===== src/rtl/fp_pkg.sv =====
package fp_pkg;

  localparam int HDR_W = 160;

  // header field positions (wire order, first byte in the top bits)
  localparam int VER_LSB  = 156;
  localparam int IHL_LSB  = 152;
  localparam int TLEN_LSB = 128;
  localparam int TTL_LSB  = 88;
  localparam int CSUM_LSB = 64;
  localparam int DST_LSB  = 0;

  typedef enum logic [1:0] {
    CAST_UNI   = 2'b00,
    CAST_MC    = 2'b01,
    CAST_LOCAL = 2'b10
  } castE;

  typedef struct packed {
    logic [3:0]  ver;
    logic [3:0]  ihl;
    logic [15:0] totLen;
    logic [7:0]  ttl;
    logic [31:0] dst;
    logic        lkHit;
  } hdrFieldsT;

  typedef struct packed {
    logic load;
    logic decTtl;
    logic slow;
    logic err;
    logic useLkTag;
    logic useLocalTag;
    castE cast;
  } ctrlStrobeT;

endpackage


===== src/rtl/fp_datapath.sv =====
module fp_datapath
  import fp_pkg::*;
#(
  parameter int ID_W = 8,
  parameter int TAG_W = 8,
  parameter logic [TAG_W-1:0] LOCAL_TAG = '1
) (
  input  logic             clk,
  input  logic             rstN,
  input  ctrlStrobeT       strobe,
  input  logic [HDR_W-1:0] inHdr,
  input  logic [ID_W-1:0]  inPktId,
  input  logic             lkHit,
  input  logic [TAG_W-1:0] lkTag,
  output hdrFieldsT        fields,
  output logic [HDR_W-1:0] outHdr,
  output logic [ID_W-1:0]  outPktId,
  output logic [TAG_W-1:0] outDestTag,
  output logic [1:0]       outCast,
  output logic             outSlow,
  output logic             outError
);

  localparam int WORDS = HDR_W / 16;

  logic [7:0]       oldTtl;
  logic [15:0]      oldCsum;
  logic [16:0]      csumSum;
  logic [15:0]      newCsum;
  logic [HDR_W-1:0] rewHdr;
  logic [TAG_W-1:0] nextTag;

  always_comb begin
    fields.ver    = inHdr[VER_LSB +: 4];
    fields.ihl    = inHdr[IHL_LSB +: 4];
    fields.totLen = inHdr[TLEN_LSB +: 16];
    fields.ttl    = inHdr[TTL_LSB +: 8];
    fields.dst    = inHdr[DST_LSB +: 32];
    fields.lkHit  = lkHit;
  end

  // incremental one's-complement update: TTL byte (high byte of its word) drops by one
  always_comb begin
    oldTtl  = inHdr[TTL_LSB +: 8];
    oldCsum = inHdr[CSUM_LSB +: 16];
    csumSum = {1'b0, oldCsum} + 17'h00100;
    newCsum = csumSum[15:0] + {15'd0, csumSum[16]};
    rewHdr  = inHdr;
    if (strobe.decTtl) begin
      rewHdr[TTL_LSB +: 8]   = oldTtl - 8'd1;
      rewHdr[CSUM_LSB +: 16] = newCsum;
    end
  end

  always_comb begin
    if (strobe.useLkTag)         nextTag = lkTag;
    else if (strobe.useLocalTag) nextTag = LOCAL_TAG;
    else                         nextTag = '0;
  end

  always_ff @(posedge clk) begin
    if (!rstN) begin
      outHdr     <= '0;
      outPktId   <= '0;
      outDestTag <= '0;
      outCast    <= CAST_UNI;
      outSlow    <= 1'b0;
      outError   <= 1'b0;
    end else if (strobe.load) begin
      outHdr     <= rewHdr;
      outPktId   <= inPktId;
      outDestTag <= nextTag;
      outCast    <= strobe.cast;
      outSlow    <= strobe.slow;
      outError   <= strobe.err;
    end
  end

  function automatic logic csumGood(input logic [HDR_W-1:0] h);
    logic [31:0] acc;
    acc = '0;
    for (int i = 0; i < WORDS; i++) acc = acc + {16'd0, h[i*16 +: 16]};
    acc = {16'd0, acc[15:0]} + {16'd0, acc[31:16]};
    acc = {16'd0, acc[15:0]} + {16'd0, acc[31:16]};
    return acc[15:0] == 16'hFFFF;
  endfunction

  AST_CSUM_STAYS_VALID: assert property (@(posedge clk) disable iff (!rstN)
    strobe.load && strobe.decTtl && csumGood(inHdr) |=> csumGood(outHdr));

  AST_TTL_DROPS_ONE: assert property (@(posedge clk) disable iff (!rstN)
    strobe.load && strobe.decTtl |=> outHdr[TTL_LSB +: 8] == $past(inHdr[TTL_LSB +: 8]) - 8'd1);

endmodule


===== src/rtl/fp_ctrl.sv =====
module fp_ctrl
  import fp_pkg::*;
#(
  parameter logic [31:0] LOCAL_ADDR = 32'hC0A8_0001,
  parameter int MTU = 1500
) (
  input  logic       clk,
  input  logic       rstN,
  input  logic       inValid,
  input  logic       outReady,
  input  hdrFieldsT  fields,
  output logic       inReady,
  output logic       outValid,
  output ctrlStrobeT strobe
);

  localparam logic [15:0] MTU_LIM = 16'(MTU);

  logic verBad, lenBad, hasOpts, isMc, tooBig, isLocal, ttlLow;
  logic [15:0] hdrBytes;

  always_comb begin
    hdrBytes = {10'd0, fields.ihl, 2'b00};
    verBad   = fields.ver != 4'd4;
    lenBad   = (fields.ihl < 4'd5) || (fields.totLen < hdrBytes);
    hasOpts  = fields.ihl > 4'd5;
    isMc     = (fields.dst[31:24] >= 8'd224) && (fields.dst[31:24] <= 8'd239);
    tooBig   = fields.totLen > MTU_LIM;
    isLocal  = fields.dst == LOCAL_ADDR;
    ttlLow   = fields.ttl <= 8'd1;
  end

  assign inReady = !outValid || outReady;

  always_comb begin
    strobe             = '0;
    strobe.load        = inValid && inReady;
    strobe.cast        = isMc ? CAST_MC : (isLocal ? CAST_LOCAL : CAST_UNI);
    if (verBad)                         strobe.slow = 1'b1;
    else if (lenBad)                    strobe.err  = 1'b1;
    else if (hasOpts || isMc || tooBig) strobe.slow = 1'b1;
    else if (isLocal)                   strobe.useLocalTag = 1'b1;
    else if (!fields.lkHit || ttlLow)   strobe.slow = 1'b1;
    else begin
      strobe.decTtl   = 1'b1;
      strobe.useLkTag = 1'b1;
    end
  end

  always_ff @(posedge clk) begin
    if (!rstN)            outValid <= 1'b0;
    else if (strobe.load) outValid <= 1'b1;
    else if (outReady)    outValid <= 1'b0;
  end

  AST_NO_ACCEPT_BLOCKED: assert property (@(posedge clk) disable iff (!rstN)
    outValid && !outReady |-> !strobe.load);

  AST_NEVER_ERR_AND_SLOW: assert property (@(posedge clk) disable iff (!rstN)
    strobe.load |-> !(strobe.err && strobe.slow));

  AST_LOCAL_KEEPS_TTL: assert property (@(posedge clk) disable iff (!rstN)
    strobe.load && isLocal |-> !strobe.decTtl);

endmodule


===== src/rtl/ipv4_fastpath.sv =====
module ipv4_fastpath
  import fp_pkg::*;
#(
  parameter int ID_W = 8,
  parameter int TAG_W = 8,
  parameter logic [31:0] LOCAL_ADDR = 32'hC0A8_0001,
  parameter logic [TAG_W-1:0] LOCAL_TAG = '1,
  parameter int MTU = 1500
) (
  input  logic             clk,
  input  logic             rstN,
  input  logic             inValid,
  output logic             inReady,
  input  logic [159:0]     inHdr,
  input  logic [ID_W-1:0]  inPktId,
  output logic [31:0]      lkAddr,
  input  logic             lkHit,
  input  logic [TAG_W-1:0] lkTag,
  output logic             outValid,
  input  logic             outReady,
  output logic [159:0]     outHdr,
  output logic [ID_W-1:0]  outPktId,
  output logic [TAG_W-1:0] outDestTag,
  output logic [1:0]       outCast,
  output logic             outSlow,
  output logic             outError
);

  hdrFieldsT  fields;
  ctrlStrobeT strobe;

  assign lkAddr = inHdr[DST_LSB +: 32];

  fp_ctrl #(.LOCAL_ADDR(LOCAL_ADDR), .MTU(MTU)) ctrl_i (
    .clk(clk), .rstN(rstN), .inValid(inValid), .outReady(outReady),
    .fields(fields), .inReady(inReady), .outValid(outValid), .strobe(strobe)
  );

  fp_datapath #(.ID_W(ID_W), .TAG_W(TAG_W), .LOCAL_TAG(LOCAL_TAG)) dp_i (
    .clk(clk), .rstN(rstN), .strobe(strobe), .inHdr(inHdr), .inPktId(inPktId),
    .lkHit(lkHit), .lkTag(lkTag), .fields(fields), .outHdr(outHdr),
    .outPktId(outPktId), .outDestTag(outDestTag), .outCast(outCast),
    .outSlow(outSlow), .outError(outError)
  );

  AST_STALL_HOLDS: assert property (@(posedge clk) disable iff (!rstN)
    outValid && !outReady |=> outValid && $stable(outHdr) && $stable(outPktId)
      && $stable(outDestTag) && $stable(outSlow) && $stable(outError));

  AST_MC_NEVER_FAST: assert property (@(posedge clk) disable iff (!rstN)
    outValid && outCast == 2'b01 && !outError |-> outSlow);

  AST_FWD_TTL_NONZERO: assert property (@(posedge clk) disable iff (!rstN)
    outValid && outCast == 2'b00 && !outSlow && !outError |-> outHdr[TTL_LSB +: 8] != 8'd0);

endmodule


===== config.mk =====
export PLATFORM = sky130hd
export DESIGN_NAME = ipv4_fastpath
export DESIGN_NICKNAME = d
export VERILOG_FILES = /design/src/rtl/fp_pkg.sv /design/src/rtl/fp_datapath.sv /design/src/rtl/fp_ctrl.sv /design/src/rtl/ipv4_fastpath.sv
export SDC_FILE = /design/constraint.sdc
export NUM_CORES = 1
export LEC_CHECK = 0
export ABC_AREA = 1
export BUFFER_PORTS_ARGS = -buffer_cell sky130_fd_sc_hd__buf_2
export CORE_AREA = 2 2 154 156
export DETAILED_ROUTE_END_ITERATION = 10
export DIE_AREA = 0 0 156 158
export PLACE_DENSITY_LB_ADDON = 0.1
export REMOVE_ABC_BUFFERS = 1
export SYNTH_ARGS = -nofsm -noshare
export SYNTH_HDL_FRONTEND = slang
export SYNTH_SLANG_ARGS = --single-unit

===== constraint.sdc =====
create_clock -name clk -period 5.9 [get_ports clk]
set_input_delay 0.59 -clock clk [delete_from_list [all_inputs] [get_ports clk]]
set_output_delay 0.59 -clock clk [all_outputs]
set_load 0.02 [all_outputs]

; ---- Word-level counts from Yosys, hierarchy flattened
; Cells that the tools add are included.
[op_classes]
add_sub_neg = 3
n_lt_le_gt_ge = 7
eq_ne = 2
mux = 22
n_reduce_logical = 10
[op_table]
columns = cell, count
row1 = equality test 32 bit (second input constant), 1
row2 = 2-to-1 mux 8 bit, 3
row3 = adder 16 x 9 -> 17 bit (second input constant), 1
row4 = adder 16 x 1 -> 16 bit, 1
row5 = greater-than comparator 16 x 11 -> 1 bit (second input constant), 1
row6 = < comparator 16 x 6 -> 1 bit, 1
row7 = 2-to-1 mux 16 bit, 1
row8 = 2-to-1 mux 2 bit, 6
row9 = 2-to-1 mux 1 bit, 11
row10 = greater-or-equal comparator 8 bit (second input constant), 1
row11 = less-or-equal comparator 8 x 1 -> 1 bit (second input constant), 1
row12 = less-or-equal comparator 8 bit (second input constant), 1
row13 = subtractor 8 x 1 -> 8 bit (second input constant), 1
row14 = logical OR 1 bit, 5
row15 = greater-than comparator 4 x 3 -> 1 bit (second input constant), 1
row16 = < comparator 4 x 3 -> 1 bit (second input constant), 1
row17 = != test 4 x 3 -> 1 bit (second input constant), 1
row18 = 2-to-1 mux 3 bit, 1
row19 = logical AND 1 bit, 2
row20 = logical NOT 1 bit, 2
row21 = nonzero test 2 bit, 1
[totals]
reg_bits = 181
input_bits = 181
output_inout_bits = 214
word_cells = 51

; ---- Logic depth before layout (Yosys ltp)
[depth]
ltp_word = 9
depth_mapped = 17
mapped_depth_nobuf = 16

; ---- By module
; A second synthesis with hierarchy kept.
[hier_totals]
hier_cells = 1143
hier_area_um2 = 8282.9
[modules_own_cells]
columns = mod, instances, cells_each, area_each_um2, seq_area_each_um2
row1 = fp_datapath, 1, 999, 7482.2, 3603.5
row2 = fp_ctrl, 1, 112, 560.5, 20.0
row3 = ipv4_fastpath, 1, 32, 240.2, 0.0

; ---- Least setup slack after synthesis
; No wires, ideal clock.
[synth_path]
path_kind = input -> register
from = input port inHdr[74]
to = register dp_i.outHdr[76]
setup_ns = 0.132
t_arrival_ns = 2.357
required_time_ns = 5.768
slack_ns = 3.411
path_stages = 15
path_buffers = 1
path_cell_list = buf_2 -> nand2_1 -> nor2_1 -> nand3_1 -> nor2_1 -> ha_1 -> ha_1 -> nand2_1 -> nor2_1 -> nand3_1 -> nor2_1 -> xor2_1 -> nand3_1 -> nand3_1 -> a21oi_1
[synth_via]
elab_chain_cells = 3
[synth_lines]
columns = item, line_no
row1 = "start, declared", ipv4_fastpath.sv:14  ; input logic [159:0] inHdr,
row2 = adder 16 x 9 -> 17 bit, fp_datapath.sv:46  ; csumSum = {1'b0, oldCsum} + 17'h00100;
row3 = adder 16 x 1 -> 16 bit, fp_datapath.sv:47  ; newCsum = csumSum[15:0] + {15'd0, csumSum[16]};
row4 = 2-to-1 mux 16 bit, fp_datapath.sv:49  ; if (strobe.decTtl) begin
row5 = "end signal, assigned", fp_datapath.sv:70  ; outHdr <= rewHdr;
row6 = "end, declared", fp_datapath.sv:16  ; output logic [HDR_W-1:0] outHdr,
; Every way passes these cells.
; A chain may end at the register's enable or synchronous reset.

; ---- Final worst setup path
[layout_path]
from = register ctrl_i.outValid
to = register dp_i.outHdr[93]
[layout_via]
elab_chain_cells = 3
[layout_lines]
columns = item, line_no
row1 = "start, declared", fp_ctrl.sv:13  ; output logic outValid,
row2 = "start signal, assigned", fp_ctrl.sv:51  ; if (!rstN) outValid <= 1'b0;
row3 = "start signal, assigned", fp_ctrl.sv:52  ; else if (strobe.load) outValid <= 1'b1;
row4 = "start signal, assigned", fp_ctrl.sv:53  ; else if (outReady) outValid <= 1'b0;
row5 = logical NOT 1 bit, fp_ctrl.sv:33  ; assign inReady = !outValid || outReady;
row6 = logical OR 1 bit, fp_ctrl.sv:33
row7 = logical AND 1 bit, fp_ctrl.sv:37  ; strobe.load = inValid && inReady;
; Every way passes these cells.

==> summary.txt <==
Global route
  – Largest net degree at the start of global routing: between 100 and 150
  – GRT Overall Usage: 0.203
  – Total global routing overflow: 0
  – Via count of the first global-routing pass: 7114
  – Antenna violations before repair: 5
  – Wire length of the first global-routing pass: just under 40000 um

Critical path
  – Worst endpoint required time: just over 6 ns
  – Critical path launch point type: register
  – Critical Path End Type: register
  – Start-to-end type of the worst setup path: reg -> reg
  – Maximum net fanout on the critical path: 125
  – Arrival time at the worst endpoint: between 3 and 4 ns

Yosys
  – Total number of yosys warnings: 0
  – Largest cells by area after synthesis: dfxtp_1 46%, nor2_1 15%, o21ai_0 9.8%
  – Flop and latch count out of synthesis: 181
  – Area fraction in compound gates after synthesis: 0.143
  – Gate count after technology mapping: 1123
  – Count of flip-flops with a built-in enable after synthesis: 0
  – Synth top area share: 0.457
  – Fraction of the yosys area taken by sequential cells: 0.457
  – Post-synth top area cell: dfxtp_1
  – Average size of a mapped cell: 7.06 sq um
  – Distinct cell type count after synthesis: 34
  – Mux share of post-synthesis cell area: 0
  – Share of async-settable or async-resettable flops after synthesis: 0
  – Post-Synth Adder-Cell Area: 0.0142
  – XOR/XNOR Fraction of Synth Area: 0.0177
  – Main combinational cell family by area after synthesis: simple AND/OR/NAND/NOR gates
  – Post-Synth Simple-Gate Area: 0.267
  – Post-synthesis instance area: a little under 8000 sq um
  – Ys flop type: dfxtp_1

Detailed routing
  – Initial drt markers: around 550
  – Via total after detailed routing: 8113
  – Antenna Violating Nets Remaining: 0
  – Wirelength per Cell: 15.0 um
  – Router iterations before antenna repair: 4
  – Post-detailed-route DRC marker count: 0
  – Via density: roughly 4.6
  – Final routed wirelength across all metal layers: 26300 um

Clock tree
  – Reg clk slew, reported paths: around 0.080 ns
  – Number of hold buffers added after cts: 0
  – Number of CTS-inserted buffers: 17
  – Clock root buffer: clkbuf_16
  – Max H-tree Level: 4
  – Number of gates given a new drive strength after cts: 0
  – Clock latency of the later-clocked register in the worst-skew pair: 0.43 ns
  – Count of clock tree sinks: 181
  – Maximum buffer depth of the clock tree: 2
  – Clock tree from TritonCTS: yes
  – Buffer count from post-CTS setup fixing: 0

Power
  – Sw Ratio: 0.321
  – Reg power frac: 0.445
  – Total leakage power: 5.38 nW
  – Post-layout power: 3.05 mW
  – Pwr per Cell Area: ~300 nW/um^2
  – Internal power summed over all cells: 2.07 mW
  – Share of total power in the clock network: 0.366
  – Worst vdd ir: 0.000159 V
  – Logic gate share of total power: 0.189
  – Reported net switching power: 0.977 mW

Worst hold path
  – Type of the tightest min-delay check: in -> reg

STA
  – Final-report max-slew violation count: 0
  – Final Hold Violating Endpoints: 0
  – Transition at the pin with the smallest max-transition slack: 1.07 ns
  – Setup-failing EPs final: 0
  – RSZ-0062 raised after global routing: false
  – Final worst path period need: 2.68 ns
  – Worst clock skew: 0.0129 ns
  – Total negative slack: 0 ns
  – Period utilisation layout: 0.454
  – Top achievable clock speed: around 370 MHz
  – Max transition margin: 0.278

Placed design
  – HPWL after detailed placement: 18900 um
  – Placed Instance Area: roughly 9800 sq um
  – Routability congestion estimate: 0.815
  – Buffers added on ports: between 300 and 400

Die
  – Core footprint: 23100 sq um
  – Initial core utilization: 0.344
  – I/O pin cnt: approximately 400
  – Die W: 156 um
  – Site Rows: 56
  – Vertical die dimension: 158 um
  – DIE AREA: 24600 sq um

Finish
  – Net total in the final layout: around 1.6k
  – Register area: roughly 3600 sq um
  – Cell area after layout: around 10000 sq um
  – Multi-input logic area: 3510 sq um
  – FILL cells: 2496
  – Fraction of layout cells with a size suffix above 1: 0.303
  – Area overhead of the layout relative to synthesis: 30.7%

Outcome
  – Run status: completed

Flow run
  – Number of max-cap violations: 0
[final timing paths]
check | end | start | slack (ns) | cells after the start
max | dp_i.outHdr[93] | ctrl_i.outValid | 3.22 | 7
min | dp_i.outHdr[16] | inHdr[16] | 0.40 | 3
max reg2reg | dp_i.outHdr[93] | ctrl_i.outValid | 3.22 | 7
min reg2reg | dp_i.outHdr[77] | dp_i.outHdr[77] | 0.46 | 2
[cells by family (layout without fill, tap and decap cells)]
| kind of cell | Yosys count | count (layout) |
|---|---|---|
| simple gates | 527 | 527 |
| compound gates | 217 | 217 |
| flops | 181 | 181 |
| buf+inv | 173 | 506 |
| xor+xnor | 16 | 16 |
| fa+ha+maj | 9 | 9 |
| other cells | 0 | 2 |
[cell usage after synthesis (9+ instances only)]
library cell	instances
a21oi_1	51
buf_4	33
clkbuf_1	49
dfxtp_1	181
ha_1	9
inv_1	73
nand2_1	142
nand3_1	42
nand4_1	9
nor2_1	318
o21ai_0	155
xor2_1	10
[placed cells by master (no fill, tap or decap), types with 3 or more instances in the layout]
| master | Yosys | final |
|---|---|---|
| a21oi_1 | 51 | 51 |
| nand3b_1 | 5 | 5 |
| dfxtp_1 | 181 | 181 |
| clkbuf_16 | 0 | 17 |
| nand2_1 | 142 | 141 |
| inv_1 | 73 | 73 |
| o21ai_0 | 155 | 155 |
| ha_1 | 9 | 9 |
| buf_2 | 4 | 393 |
| xnor2_1 | 6 | 6 |
| inv_6 | 0 | 5 |
| inv_8 | 0 | 3 |
| nand4_1 | 9 | 9 |
| xor2_1 | 10 | 10 |
| nand3_1 | 42 | 42 |
| nor2_1 | 318 | 318 |
| o211ai_2 | 4 | 4 |
| nor3_1 | 6 | 6 |
| buf_4 | 33 | 5 |
[through the flow]
stage,util,worst slack [ns],cells,hold WS (ns)
global route,0.450,2.91,1748,0.396
finish,0.450,3.22,1748,0.401
detailed placement,0.425,2.83,1715,0.453
floorplan,-,0.913,1027,0.545
CTS,0.450,3.18,1746,0.378
global placement,0.425,2.87,1715,0.451
[state kept, by name, summed over array words and instances (netlist names)]
name,flops
dp_i.outCast,2
dp_i.outError,1
dp_i.outPktId,8
dp_i.outHdr,160
dp_i.outDestTag,8
dp_i.outSlow,1
ctrl_i.outValid,1
[worst max-delay path, cell delays in order (launching register included)]
cell and delay, ns:
dfxtp_1 0.31, nand2_1 0.13, nand2_4 0.32, inv_6 0.81
buf_4 0.60, nand3_1 0.15, nand2_1 0.09, inv_1 0.04
[power by group through the flow]
stage	clock network, mW	registers, mW	logic, mW
finish	1.11	1.36	0.577
global route	1.19	1.37	0.639
CTS	1.15	1.36	0.585
floorplan	0	1.50	0.196
detailed placement	0	1.38	0.583
global placement	0	1.38	0.581
[layer usage]
metal  GRT usage  share of wire  vias up
met4      0.0537         0.0076        4
met3      0.0591          0.081       16
met5           0        0.00099        -
met1       0.249           0.43     3649
met2       0.349           0.48      257
li1            -              -     4187
[final cells by class]
| cell class | count | area share |
|---|---|---|
| inverter | 77 | 0.0286 |
| clock buffer | 17 | 0.0410 |
| antenna | 2 | 0.000483 |
| sequential | 181 | 0.349 |
| clock inverter | 14 | 0.0134 |
| tap | 290 | 0.0350 |
| timing repair buffer | 398 | 0.193 |
| multi-input combinational | 769 | 0.339 |
No activity file was read; power rests on OpenSTA's default activity.
